==> src/rtl/fcs_pkg.sv <==
package fcs_pkg;
  localparam int BYTE_W = 8;
  localparam int CRC_W  = 16;
  localparam int FCS_BYTES = CRC_W / BYTE_W;

  typedef logic [CRC_W-1:0]  crc_t;
  typedef logic [BYTE_W-1:0] byte_t;

  typedef enum logic [1:0] {
    TX_PASS   = 2'd0,
    TX_FCS_LO = 2'd1,
    TX_FCS_HI = 2'd2
  } tx_state_e;

  // Advance a reflected CRC by one byte, least-significant bit first.
  function automatic crc_t crc_step(input crc_t cur, input byte_t din, input crc_t poly_r);
    crc_t r;
    r = cur;
    for (int i = 0; i < BYTE_W; i++) begin
      if (r[0] ^ din[i]) r = (r >> 1) ^ poly_r;
      else               r = r >> 1;
    end
    return r;
  endfunction
endpackage

==> src/rtl/fcs_tx_path.sv <==
module fcs_tx_path
  import fcs_pkg::*;
#(
  parameter crc_t POLY_R = 16'h8408,
  parameter crc_t INIT   = 16'h0000
) (
  input  logic  clk,
  input  logic  rst_n,
  input  logic  s_valid,
  output logic  s_ready,
  input  byte_t s_data,
  input  logic  s_sof,
  input  logic  s_eof,
  input  logic  no_fcs,
  output logic  m_valid,
  input  logic  m_ready,
  output byte_t m_data,
  output logic  m_sof,
  output logic  m_eof
);
  tx_state_e state_q;
  crc_t      crc_q;
  logic      sup_q;
  logic      sup_eff;
  logic      hs_in;

  // Suppress is taken live on the start beat, from the latch afterwards.
  assign sup_eff = s_sof ? no_fcs : sup_q;
  assign hs_in   = s_valid && s_ready;

  always_comb begin
    s_ready = 1'b0;
    m_valid = 1'b0;
    m_data  = '0;
    m_sof   = 1'b0;
    m_eof   = 1'b0;
    case (state_q)
      TX_PASS: begin
        m_valid = s_valid;
        s_ready = m_ready;
        m_data  = s_data;
        m_sof   = s_sof;
        m_eof   = s_eof && sup_eff;
      end
      TX_FCS_LO: begin
        m_valid = 1'b1;
        m_data  = crc_q[BYTE_W-1:0];
      end
      TX_FCS_HI: begin
        m_valid = 1'b1;
        m_data  = crc_q[CRC_W-1:BYTE_W];
        m_eof   = 1'b1;
      end
      default: ;
    endcase
  end

  always_ff @(posedge clk or negedge rst_n) begin
    if (!rst_n) begin
      state_q <= TX_PASS;
      crc_q   <= INIT;
      sup_q   <= 1'b0;
    end else begin
      case (state_q)
        TX_PASS: begin
          if (hs_in) begin
            crc_q <= crc_step(s_sof ? INIT : crc_q, s_data, POLY_R);
            if (s_sof) sup_q <= no_fcs;
            if (s_eof && !sup_eff) state_q <= TX_FCS_LO;
          end
        end
        TX_FCS_LO: if (m_ready) state_q <= TX_FCS_HI;
        TX_FCS_HI: if (m_ready) state_q <= TX_PASS;
        default:   state_q <= TX_PASS;
      endcase
    end
  end
endmodule

==> src/rtl/fcs_rx_path.sv <==
module fcs_rx_path
  import fcs_pkg::*;
#(
  parameter crc_t POLY_R = 16'h8408,
  parameter crc_t INIT   = 16'h0000
) (
  input  logic  clk,
  input  logic  rst_n,
  input  logic  s_valid,
  output logic  s_ready,
  input  byte_t s_data,
  input  logic  s_sof,
  input  logic  s_eof,
  output logic  m_valid,
  input  logic  m_ready,
  output byte_t m_data,
  output logic  m_sof,
  output logic  m_eof,
  output logic  done,
  output logic  ok,
  output logic  err
);
  localparam int CNT_W = $clog2(FCS_BYTES + 1);
  localparam logic [CNT_W-1:0] CNT_FULL = CNT_W'(FCS_BYTES);

  crc_t            crc_q, crc_nxt;
  logic [CNT_W-1:0] cnt_q, cnt_nxt;
  logic            hs;
  logic            good;

  assign m_valid = s_valid;
  assign m_data  = s_data;
  assign m_sof   = s_sof;
  assign m_eof   = s_eof;
  assign s_ready = m_ready;
  assign hs      = s_valid && m_ready;

  // Running the CRC across the check octets too leaves a zero residue
  // exactly when they equal the CRC of the bytes in front of them.
  always_comb begin
    crc_nxt = crc_step(s_sof ? INIT : crc_q, s_data, POLY_R);
    if (s_sof)                cnt_nxt = CNT_W'(1);
    else if (cnt_q == CNT_FULL) cnt_nxt = cnt_q;
    else                      cnt_nxt = cnt_q + CNT_W'(1);
    good = (crc_nxt == '0) && (cnt_nxt == CNT_FULL);
  end

  always_ff @(posedge clk or negedge rst_n) begin
    if (!rst_n) begin
      crc_q <= INIT;
      cnt_q <= '0;
      done  <= 1'b0;
      ok    <= 1'b0;
      err   <= 1'b0;
    end else begin
      done <= hs && s_eof;
      ok   <= hs && s_eof && good;
      err  <= hs && s_eof && !good;
      if (hs) begin
        crc_q <= crc_nxt;
        cnt_q <= cnt_nxt;
      end
    end
  end
endmodule

==> src/rtl/fcs_engine.sv <==
module fcs_engine
  import fcs_pkg::*;
#(
  parameter crc_t POLY_R   = 16'h8408,
  parameter crc_t CRC_INIT = 16'h0000
) (
  input  logic       clk,
  input  logic       rst_n,
  input  logic       s_tx_valid,
  output logic       s_tx_ready,
  input  logic [7:0] s_tx_data,
  input  logic       s_tx_sof,
  input  logic       s_tx_eof,
  input  logic       tx_no_fcs,
  output logic       m_tx_valid,
  input  logic       m_tx_ready,
  output logic [7:0] m_tx_data,
  output logic       m_tx_sof,
  output logic       m_tx_eof,
  input  logic       s_rx_valid,
  output logic       s_rx_ready,
  input  logic [7:0] s_rx_data,
  input  logic       s_rx_sof,
  input  logic       s_rx_eof,
  output logic       m_rx_valid,
  input  logic       m_rx_ready,
  output logic [7:0] m_rx_data,
  output logic       m_rx_sof,
  output logic       m_rx_eof,
  output logic       rx_done,
  output logic       rx_fcs_ok,
  output logic       rx_fcs_err
);
  fcs_tx_path #(.POLY_R(POLY_R), .INIT(CRC_INIT)) u_tx (
    .clk(clk), .rst_n(rst_n),
    .s_valid(s_tx_valid), .s_ready(s_tx_ready), .s_data(s_tx_data),
    .s_sof(s_tx_sof), .s_eof(s_tx_eof), .no_fcs(tx_no_fcs),
    .m_valid(m_tx_valid), .m_ready(m_tx_ready), .m_data(m_tx_data),
    .m_sof(m_tx_sof), .m_eof(m_tx_eof)
  );

  fcs_rx_path #(.POLY_R(POLY_R), .INIT(CRC_INIT)) u_rx (
    .clk(clk), .rst_n(rst_n),
    .s_valid(s_rx_valid), .s_ready(s_rx_ready), .s_data(s_rx_data),
    .s_sof(s_rx_sof), .s_eof(s_rx_eof),
    .m_valid(m_rx_valid), .m_ready(m_rx_ready), .m_data(m_rx_data),
    .m_sof(m_rx_sof), .m_eof(m_rx_eof),
    .done(rx_done), .ok(rx_fcs_ok), .err(rx_fcs_err)
  );
endmodule

==> config.mk <==
export PLATFORM = sky130hd
export DESIGN_NAME = fcs_engine
export DESIGN_NICKNAME = d
export VERILOG_FILES = /design/src/rtl/fcs_pkg.sv /design/src/rtl/fcs_tx_path.sv /design/src/rtl/fcs_rx_path.sv /design/src/rtl/fcs_engine.sv
export SDC_FILE = /design/constraint.sdc
export NUM_CORES = 1
export LEC_CHECK = 0
export BUFFER_PORTS_ARGS = -buffer_cell sky130_fd_sc_hd__buf_2
export CAP_MARGIN = 20
export CORE_MARGIN = 1.5
export CORE_UTILIZATION = 52
export DETAILED_ROUTE_END_ITERATION = 10
export PLACE_DENSITY = 0.86
export SETUP_SLACK_MARGIN = 0.4
export SYNTH_ARGS = -nofsm -noshare
export SYNTH_HDL_FRONTEND = slang
export SYNTH_SLANG_ARGS = --single-unit
==> constraint.sdc <==
create_clock -name clk -period 2.3 [get_ports clk]
set_input_delay 0.46 -clock clk [delete_from_list [all_inputs] [get_ports clk]]
set_output_delay 0.46 -clock clk [all_outputs]
set_load 0.005 [all_outputs]
# ---- Word-level counts from Yosys, hierarchy flattened
# Index checks and enable logic that the tools add are counted.
dict set report classes {
  addsub 1
  n_eq_ne 8
  n_mux 45
  n_bitwise 32
  reduce_logical 15
}
# operator n
set ops {}
lappend ops {{two-way mux 16 bit} 32}
lappend ops {{inverter 2 -> 3 bit} 16}
lappend ops {{one-hot mux 8 bit (3 select lines)} 1}
lappend ops {{zero test 16 bit} 1}
lappend ops {{XOR 1 bit} 16}
lappend ops {{two-way mux 2 bit} 6}
lappend ops {{logical AND 1 bit} 8}
lappend ops {{== test 2 bit (second input constant)} 3}
lappend ops {{one-hot mux 2 bit (3 select lines)} 1}
lappend ops {{!= test 2 x 1 -> 1 bit (second input constant)} 2}
lappend ops {{!= test 2 bit (second input constant)} 2}
lappend ops {{one-hot mux 1 bit (2 select lines)} 2}
lappend ops {{AND reduction 4 bit} 1}
lappend ops {{two-way mux 1 bit} 3}
lappend ops {{adder 2 x 1 -> 2 bit (second input constant)} 1}
lappend ops {{== test 2 x 1 -> 1 bit (second input constant)} 1}
lappend ops {{zero test 1 bit} 2}
lappend ops {{zero test 2 bit} 1}
lappend ops {{AND reduction 2 bit} 1}
lappend ops {{OR reduction 2 bit} 1}
dict set report totals {
  register_bits 40
  output_inout_bits 27
}

# ---- Logic depth before layout (Yosys ltp)
# Gate-level depths: netlist of the first run.
dict set report depth {
  depth_word 31
  ltp_mapped 8
}

# ---- Modules after synthesis
# Synthesis of the first run repeated with hierarchy kept, for this count alone.
dict set report unflattened {
  cells_unflattened 370
  hier_area_um2 3342.0
}
# module n_inst cells_each area_per_inst_um2 seq_area_each_um2
set by_module_without_submodules {}
lappend by_module_without_submodules {fcs_rx_path 1 221 1883.1 525.5}
lappend by_module_without_submodules {fcs_tx_path 1 149 1458.9 475.5}

# ---- Least setup slack after synthesis of the first run
# OpenSTA, ideal clock, no wires.
dict set report synth_timing {
  kind {input -> register}
  startpoint {in s_rx_data[2]}
  endpoint {reg u_rx.ok}
  setup_ns 0.067
  t_arrival_ns 2.121
  required_time_ns 2.233
  slack_ns 0.112
  path_stages 6
  path_buffers 1
  path_cell_list {clkbuf_1 xnor2_1 xor2_1 or4b_4 a2111oi_4 and3_1}
}
dict set report synth_via {
  elab_chain_len 11
  elab_cells_between_ends 12
}
# element line
set synth_rtl {}
lappend synth_rtl {{start: declaration} fcs_engine.sv:22} ;# input logic [7:0] s_rx_data,
lappend synth_rtl {{XOR 1 bit (*)} fcs_pkg.sv:20} ;# if (r[0] ^ din[i]) r = (r >> 1) ^ poly_r;
lappend synth_rtl {{two-way mux 16 bit (*) (4 in a row)} fcs_pkg.sv:20}
lappend synth_rtl {{XOR 1 bit / two-way mux 16 bit (equally long branches)} fcs_pkg.sv:20}
lappend synth_rtl {{two-way mux 16 bit (*) (2 in a row)} fcs_pkg.sv:20}
lappend synth_rtl {{zero test 16 bit (*)} fcs_rx_path.sv:45} ;# good = (crc_nxt == '0) && (cnt_nxt == CNT_FULL);
lappend synth_rtl {{logical AND 1 bit (*)} fcs_rx_path.sv:45}
lappend synth_rtl {{logical AND 1 bit (*)} fcs_rx_path.sv:57} ;# ok <= hs && s_eof && good;
lappend synth_rtl {{end signal: assignment} fcs_rx_path.sv:57}
lappend synth_rtl {{end: declaration} fcs_rx_path.sv:20} ;# output logic ok,
# Mark *: on every way between the ends. The rest lies on a longest branch, timed or not.
# A chain may end at the register's enable or synchronous reset.

# ---- Final worst setup path of the first run
dict set report layout_timing {
  startpoint {reg u_tx.state_q[0]}
  endpoint {out m_tx_data[0]}
}
dict set report layout_via {
  elab_chain_len 2
  elab_cells_between_ends 4
}
# element line
set layout_rtl {}
lappend layout_rtl {{start: declaration} fcs_tx_path.sv:21} ;# tx_state_e state_q;
lappend layout_rtl {{start signal: assignment} fcs_tx_path.sv:60} ;# state_q <= TX_PASS;
lappend layout_rtl {{start signal: assignment} fcs_tx_path.sv:69} ;# if (s_eof && !sup_eff) state_q <= TX_FCS_LO;
lappend layout_rtl {{start signal: assignment} fcs_tx_path.sv:72} ;# TX_FCS_LO: if (m_ready) state_q <= TX_FCS_HI;
lappend layout_rtl {{== test 2 bit (tied with other cells)} fcs_tx_path.sv:37} ;# case (state_q)
lappend layout_rtl {{one-hot mux 8 bit (3 select lines) (*)} fcs_tx_path.sv:37}
lappend layout_rtl {{end: declaration} fcs_engine.sv:17} ;# output logic [7:0] m_tx_data,
# Marked as above.

==> results of run 1 <==
per-stage QoR:
step                       util  setup slack (ns)  hold slack (ns)  setup TNS [ns]  total power, uW
final                     0.662           -0.0191            0.203         -0.0191             5180
after global routing      0.662           -0.0677            0.256         -0.0677             5500
after CTS                 0.647            0.0919            0.230               0             4900
after detailed placement  0.592            0.0796            0.475               0             3740
after global placement    0.592             0.160            0.473               0             3620
after floorplan               -             0.256            0.164               0             3140
per-layer routing:
metal / share of wire / up-vias / global-route usage / routed length, um
met5: 0 / - / 0 / 0
met4: 0.043 / 0 / 0.157 / 378
met3: 0.063 / 37 / 0.0456 / 555
met2: 0.51 / 154 / 0.451 / 4480
met1: 0.38 / 1432 / 0.300 / 3380
li1: - / 1382 / - / -
cell usage in the layout, fill, tap and decap left out, drive strengths merged, types with 8 or more instances in the layout:
cell	instances
nor2	37
o21ai	36
a222oi	8
nor2b	10
buf	84
xnor2	57
dfrtp	40
xor2	13
nand2	44
a21oi	14
kinds of logic after synthesis:
| logic type | share of synthesized area |
|---|---|
| and+or+nand+nor | 0.188 |
| AOI/OAI and AO/OA | 0.167 |
| adders and majority gates | 0.0234 |
| DFF | 0.312 |
| buffers and inverters | 0.0726 |
| muxes | 0.0230 |
| xor gates and xnor gates | 0.213 |
cells in the mapped netlist (all sizes together) (2+ instances only):
cell type / count
xnor2: 57
nand2: 44
dfrtp: 40
nor2: 37
o21ai: 36
buf: 22
clkbuf: 17
a21oi: 14
xor2: 13
nor2b: 10
a222oi: 8
ha: 6
nand3: 6
inv: 5
nand2b: 5
mux2i: 4
or3: 4
and2: 3
and3: 3
mux2: 3
nand4: 3
nor3: 3
o22ai: 3
a2111oi: 2
a21o: 2
nor3b: 2
nor4bb: 2
o21bai: 2
o311ai: 2
xnor3: 2
worst paths after layout:
kind	slack, ns	cells past startpoint	end
min in group clk	0.41	2	u_tx.sup_q
setup / recovery	-0.02	6	m_tx_data[0]
hold reg to reg	0.52	2	u_tx.crc_q[15]
max in group asynchronous	1.71	2	u_tx.state_q[0]
hold / removal	0.20	2	u_tx.crc_q[0]
setup reg to reg	0.11	7	u_rx.ok
power groups by stage:
stage | registers, uW | logic, uW | clock network, uW
floorplan | 1200 | 1940 | 0
global placement | 1300 | 2320 | 0
detailed placement | 1330 | 2400 | 0
CTS | 1320 | 2750 | 824
global route | 1380 | 3260 | 862
finish | 1350 | 2990 | 830
final cells by class:
| cell class | count | share of cell area |
|---|---|---|
| multi-input cells | 293 | 0.534 |
| flip-flops and latches | 40 | 0.256 |
| repair buffers | 84 | 0.139 |
| inverters | 6 | 0.00639 |
| clock inverters | 3 | 0.0230 |
| well taps | 75 | 0.0239 |
| clock buffers | 5 | 0.0176 |
flip-flops by register name (all words and copies together), names as in the netlist:
register and count:
u_tx.state_q 2, u_rx.crc_q 16, u_tx.crc_q 16, u_rx.cnt_q 2, u_rx.done 1, u_rx.ok 1, u_rx.err 1, u_tx.sup_q 1
timing repair:
item                                    4_1_cts  5_1_grt
cloned                                        0        0
setup buffers                                12        5
gates resized for setup                      19       13
pin swaps                                     8       14
endpoints found under the setup margin       15       14
hold buffers                                  0        0
worst register-to-register path, stage by stage, from the launching register on:
cell and delay (ns):
dfrtp_1 0.36, inv_2 0.05, ha_4 0.26, nand2_2 0.05, or4_4 0.48, or4b_4 0.52, a2111oi_4 0.21, and3_1 0.19
==> impl_metrics.ini, run 1 <==
[status]
status = finished, violations left
failed_checks = setup timing

[global_route]
grt_max_degree = 41
grt_use_total = 0.261
grt_antenna_before_repair = 0
grt_pass1_vias = 2762
grt_pass1_wl_um = 13000
grt_overflow = 0

[sta]
skew_ns = 0.0165
final-hold-violation-count = 0
finalCritPeriodShare = 1.01
fmaxAchievable_mhz = 431
relSlewSlack = 0.643
worst_pin_slew_ns = 0.535
setup_slack_ns = -0.0191
rsz0062_at_grt = true
setup_violations = 1
min_period_ns = 2.32
slew_viol_final = 0

[routing]
antenna_left = 0
initialDrtViolationCount = 264
via_count = 3005
dr.pass1.iters = 6
routedWlPerCell_um = 17.4
viasPerCell = 5.94
drc = 0
wl_um = 8790

[clock_network]
insertion_delay_ns = 0.31
htreeDepth = 2
numClockSinks = 40
cts_made_buffers = 5
clock_path_buffers = 2
clockRootBuffer = clkbuf_8
clkTransAtPathRegs_ns = 0.10
cts_tree = done

[floorplanning]
die_h_um = 81.5
die_area_mm2 = 0.00665
rows = 28
die_w_um = 81.5
start_util = 0.542
top_level_ports = 54
core-area_mm2 = 0.00592

[power_and_ir_drop]
p_int_uw = 3040
switchingPower_uw = 2140
clkPwrFrac = 0.160
combPwrFrac = 0.578
switching_share = 0.413
p_per_area_mw_per_mm2 = 1320
pwr-share-seq = 0.261
ir_drop_mv = 0.669
power.static_leakage_uw = 0.00171

[placed_design]
placed_cells = 481
dp_hpwl_um = 5270
place.gp.congestion = 0.816
io_buffers = 53
place_area_mm2 = 0.00351

[min_path]
holdCritPathClass = input pin to asynchronous set/reset pin

[setup_path]
path_cells = buf_6 > ha_4 > buf_6 > a222oi_1 > nor2_1 > buf_2
r2r_start = u_rx.cnt_q[1]
critPathMostFrequentCell = buf_6
max_stage_delay_ns = 0.45
startpoint = u_tx.state_q[0]
critPathBufInv = 3
worstSetupPathType = register to primary output
end_kind = primary output
path_delay_family = flip-flops
cp.required_ns = 1.84
crit_slowest_cell = dfrtp_2
startpoint_type = register
crit_arrival_ns = 1.86
path_max_fanout = 5

[synthesis]
ys_seq_area_frac = 0.312
synth_top_cell_by_area = dfrtp_1
synthFlopType = dfrtp_1
ys_types = 56
synth-edff-count = 0
avgSynthCellArea_um2 = 8.48
yosys.area.top_type_share = 0.312
ys_async_sr_fraction = 1.00
ys_seq_elements = 40
synth_cells = 378
synth_warnings = 0
yosys-top-cells-area = dfrtp_1 31%, xnor2_1 15%, o21ai_0 5.5%
synth_area_mm2 = 0.00321
syn_nets = 411

[finish]
multi_input_area_mm2 = 0.00209
stdcell_area_mm2 = 0.00392
nFillCells = 454
fin_cells = 506
register_area_mm2 = 0.00100
area_growth_pct = 22.2
diodes = 0
final_nets = 463
layout-drive-gt1-share = 0.283

[job]
maxCapViolations = 0
Note: power is estimated with default switching activity, not from simulation.
==> run 2, diff against run 1 <==
Settings changed: CORE_UTILIZATION 52 to 25, PLACE_DENSITY 0.86 to 0.51.
==> impl_metrics.ini, run 2 (same netlist as run 1, synthesis figures left out) <==
[status]
status = finished, final reports clean

[setup_path]
crit_arrival_ns = 2.38
path_cells = inv_2 > ha_4 > nand2_2 > or4_4 > or4b_4 > a2111oi_4 > and3_1
critPathBufInv = 1
max_stage_delay_ns = 0.51
crit_slowest_cell = or4b_4
ff2ff_path_depth = 7
timing.rr.end = u_rx.ok
startpoint_type = register
r2r_start = u_rx.cnt_q[1]
end_kind = register
cp.depth = 7
path_max_fanout = 2
worst-r2r-setup-slack_ns = 0.14
worstSetupPathType = register to register
path_delay_family = simple AND/OR/NAND/NOR gates
cp.required_ns = 2.53

[routing]
dr.pass1.iters = 4
antenna_left = 0
initialDrtViolationCount = 162
via_count = 2728
wl_um = 7980
viasPerCell = 4.54
routedWlPerCell_um = 13.3
drc = 0

[global_route]
grt_overflow = 0
grt_max_degree = 41
grt_antenna_before_repair = 0
grt_pass1_vias = 2640
grt_use_total = 0.126
grt_pass1_wl_um = 13400

[finish]
reg_top3 = u_rx.crc_q x16, u_tx.crc_q x16
nFillCells = 1335
most-common-layout-cells = 53 x buf_2, 52 x xnor2_1, 43 x nand2_1, 38 x dfrtp_1, 37 x nor2_1
area_growth_pct = 24.6
final_common_cell = buf_2
final_nets = 461
diodes = 0
layout-drive-gt1-share = 0.266

[clock_network]
clock_path_buffers = 2
numClockSinks = 40
cts_made_buffers = 5
clockRootBuffer = clkbuf_16
cts_tree = done
htreeDepth = 2
clkTransAtPathRegs_ns = 0.06
cts_hold_buffers = 0
insertion_delay_ns = 0.29

[placed_design]
dp_hpwl_um = 5770
place.gp.congestion = 0.749
io_buffers = 53

[sta]
min_period_ns = 2.16
setup_violations = 0
fmaxAchievable_mhz = 464
skew_ns = 0.00908
worst_pin_slew_ns = 0.656
final-hold-violation-count = 0
slew_viol_final = 0
setup_tns_ns = 0
relSlewSlack = 0.561
hold_ws_ns = 0.248
finalCritPeriodShare = 0.937
rsz0062_at_grt = true

[floorplanning]
rows = 41
die_w_um = 116
die_h_um = 116
die_area_mm2 = 0.0135
start_util = 0.255
top_level_ports = 54
core-area_mm2 = 0.0126

[power_and_ir_drop]
power.static_leakage_uw = 0.00169
p_per_area_mw_per_mm2 = 1200
ir_drop_mv = 0.353

[job]
maxCapViolations = 0

[min_path]
holdCritPathClass = input pin to asynchronous set/reset pin
run 2: cell count changes in the layout (fill, tap and decap cells not counted), sizes merged:
cell and delta:
buf -2, bufinv -3, clkbuf +2, clkinv +1
run 2: stage by stage:
stage / instance area (um2) / utilization / instances / setup WS (ns) / total power [uW]
2_1_floorplan: 3240 / - / 378 / 0.256 / 3140
3_3_place_gp: 3650 / 0.290 / 582 / 0.149 / 3720
3_5_place_dp: 3650 / 0.290 / 582 / 0.112 / 3760
4_1_cts: 3920 / 0.312 / 599 / 0.144 / 4690
5_1_grt: 4000 / 0.318 / 601 / 0.0612 / 5220
6_report: 4000 / 0.318 / 601 / 0.145 / 4790
run 2: what timing repair did:
action	CTS	global route
setup endpoints to repair	14	13
resized for setup	21	12
pin swaps	7	9
setup buffers	9	2
run 2: final cells by class:
| class | count | area, um2 | share of cell area |
|---|---|---|---|
| clock buffer | 7 | 133 | 0.0332 |
| inverter | 6 | 25.0 | 0.00626 |
| multi-input combinational | 293 | 2090 | 0.523 |
| timing repair buffer | 82 | 522 | 0.131 |
| tap | 172 | 215 | 0.0539 |
| sequential | 40 | 1000 | 0.251 |
| clock inverter | 1 | 8.76 | 0.00219 |
run 2: how the worst max path moves through the flow:
stage                        startpoint       to  slack, ns
after floorplan           u_rx.cnt_q[1]  u_rx.ok       0.26
after global placement         s_rx_sof  u_rx.ok       0.15
after detailed placement       s_rx_sof  u_rx.ok       0.11
after CTS                 u_rx.cnt_q[1]  u_rx.ok       0.14
after global routing      u_rx.cnt_q[1]  u_rx.ok       0.06
final                     u_rx.cnt_q[1]  u_rx.ok       0.14
run 2: power by group:
| group | switching, uW | internal [uW] |
|---|---|---|
| clock network | 287 | 405 |
| registers | 355 | 990 |
| logic | 1320 | 1430 |
| total | 1960 | 2820 |
run 2: metal layers:
layer / routed length [um] / track usage
met5: 0 / 0
met4: 43 / 0.0268
met3: 319 / 0.0234
met2: 3700 / 0.212
met1: 3920 / 0.168
==> run 3, diff against run 2 <==
Settings changed: CORE_MARGIN 1.5 to 3, SYNTH_HIERARCHICAL set to 1.
==> impl_metrics.ini, run 3 <==
[global_route]
use_met1 = 0.157
grt_use_total = 0.118
grt_overflow = 0
grt_max_degree = 20
grt_antenna_before_repair = 0
met2_usage = 0.201
grt_pass1_wl_um = 14100
met3_usage = 0.0237
gr-max-usage-layer = met2
grt_pass1_vias = 2718

[synthesis]
synth-compound-area-share = 0.156
ys_types = 60
synth_top_cell_by_area = dfrtp_1
ys_top_cells_by_count = 49 x xnor2_1, 40 x dfrtp_1, 37 x nand2_1, 28 x o21ai_0, 26 x nor2_1
syn_nets = 405
synthFlopType = dfrtp_1
synthSimpleGateAreaFrac = 0.172
ys_async_sr_fraction = 1.00
avgSynthCellArea_um2 = 9.03
synth_top_family_by_area = XOR/XNOR gates
synth_cells = 370
synth_fa_ha_area_frac = 0.0300
yosys-top-cells-area = dfrtp_1 30%, xnor2_1 13%, o21ai_0 4.2%
synth_area_mm2 = 0.00334
ys_seq_area_frac = 0.300
synth_warnings = 6
synth_xor_area_frac = 0.214
yosysMostFrequentCell = xnor2_1
yosys.area.top_type_share = 0.300
synth.area.mux_share = 0.0416
ys_seq_elements = 40
synth-edff-count = 0

[floorplanning]
die_area_mm2 = 0.0148
die_h_um = 122
start_util = 0.261
core-area_mm2 = 0.0128
die_w_um = 122
rows = 41
top_level_ports = 54

[sta]
setup_violations = 0
worst_pin_slew_ns = 0.658
slew_viol_final = 0
rsz0062_at_grt = true
finalCritPeriodShare = 0.912
fmaxAchievable_mhz = 477
hold_ws_ns = 0.0492
skew_ns = 0.00625
setup_slack_ns = 0.202
min_period_ns = 2.10
final-hold-violation-count = 0
setup_tns_ns = 0
relSlewSlack = 0.560

[setup_path]
path_max_fanout = 9
startpoint_type = register
cp.required_ns = 1.84
end_kind = primary output
worstSetupPathType = register to primary output
crit_arrival_ns = 1.64

[routing]
wl_um = 8440
antenna_left = 0
routedWlPerCell_um = 14.2
drc = 0
via_count = 2775
initialDrtViolationCount = 166
viasPerCell = 4.68
dr.pass1.iters = 5

[clock_network]
numClockSinks = 40
clock_path_buffers = 2
cts_hold_buffers = 0
clockRootBuffer = clkbuf_16
insertion_delay_ns = 0.28
htreeDepth = 2
clkTransAtPathRegs_ns = 0.06
cts_tree = done
cts_made_buffers = 5

[placed_design]
place_ws_ns = 0.118
dp_hpwl_um = 6330
io_buffers = 53
place.gp.congestion = 0.753

[status]
status = finished, final reports clean

[power_and_ir_drop]
power.static_leakage_uw = 0.00176
p_per_area_mw_per_mm2 = 1250
total_power_uw = 5120
ir_drop_mv = 0.620

[job]
maxCapViolations = 0

[finish]
post-route-util = 0.320
reg_top3 = u_rx/crc_q x16, u_tx/crc_q x16
diodes = 0
final_common_cell = buf_2
multi_input_area_mm2 = 0.00220
nFillCells = 1341
area_growth_pct = 22.8
most-common-layout-cells = 52 x buf_2, 46 x xnor2_1, 36 x nand2_1, 36 x dfrtp_1, 27 x o21ai_0
register_area_mm2 = 0.00101
layout-drive-gt1-share = 0.325
final_nets = 455

[min_path]
holdCritPathClass = input pin to asynchronous set/reset pin
==> run 3: cell count changes after synthesis, moves of 5 or more <==
cell	change
nor2_1	-11
o21ai_0	-7
xnor2_1	-7
nand2_1	-7
clkbuf_1	-8
mux2_2	+5
==> run 3: cell type report <==
cell class / instances / share of cell area
clock buffer: 6 / 0.0314
clock inverter: 2 / 0.00854
multi-input combinational: 283 / 0.537
timing repair buffer: 80 / 0.116
tap: 172 / 0.0524
sequential: 40 / 0.245
inverter: 10 / 0.00915
==> run 3: worst max-delay path, cell delays in order (launching register included) <==
cell	delay, ns
dfrtp_1	0.40
buf_4	0.16
ha_4	0.19
a222oi_1	0.36
nor2_1	0.09
buf_2	0.14
==> run 3: repair_timing <==
| item | 4_1_cts | 5_1_grt |
|---|---|---|
| setup endpoints to repair | 28 | 22 |
| setup buffers | 4 | 6 |
| resized for setup | 25 | 10 |
| pin swaps | 9 | 5 |
==> run 3: worst paths after layout <==
kind / from / end / slack [ns] / cells past startpoint
worst min-delay path: rst_n / u_tx/crc_q[4] / 0.05 / 1
max in group asynchronous: rst_n / u_rx/crc_q[3] / 1.66 / 2
worst max register to register: u_rx/cnt_q[1] / u_rx/err / 0.38 / 7
worst min register to register: u_tx/sup_q / u_tx/sup_q / 0.50 / 1
min in group clk: u_tx/sup_q / u_tx/sup_q / 0.50 / 1
worst max-delay path: u_tx/state_q[0] / m_tx_data[0] / 0.20 / 5
==> run 3: kinds of logic (layout without fill, tap and decap cells) <==
family / after synthesis / count (layout)
simple gates: 115 / 115
fa+ha+maj: 8 / 8
mux: 13 / 13
flops: 40 / 40
xor+xnor: 68 / 68
buf+inv: 47 / 98
compound gates: 79 / 79
==> run 3: metrics by stage <==
stage | area (um2) | cells
after floorplan | 3340 | 370
after global placement | 3700 | 575
final | 4100 | 593
after global routing | 4100 | 593
after detailed placement | 3700 | 575
after CTS | 4020 | 587
==> run 3: power breakdown <==
part	switching (uW)	internal, uW	total (uW)
registers	413	994	1410
logic	1380	1540	2920
clock network	287	511	798
==> run 3: per-layer routing <==
layer	up-vias	routed length (um)
met5	-	0
met4	0	29
met3	4	370
met2	62	4150
met1	1342	3900
li1	1367	-
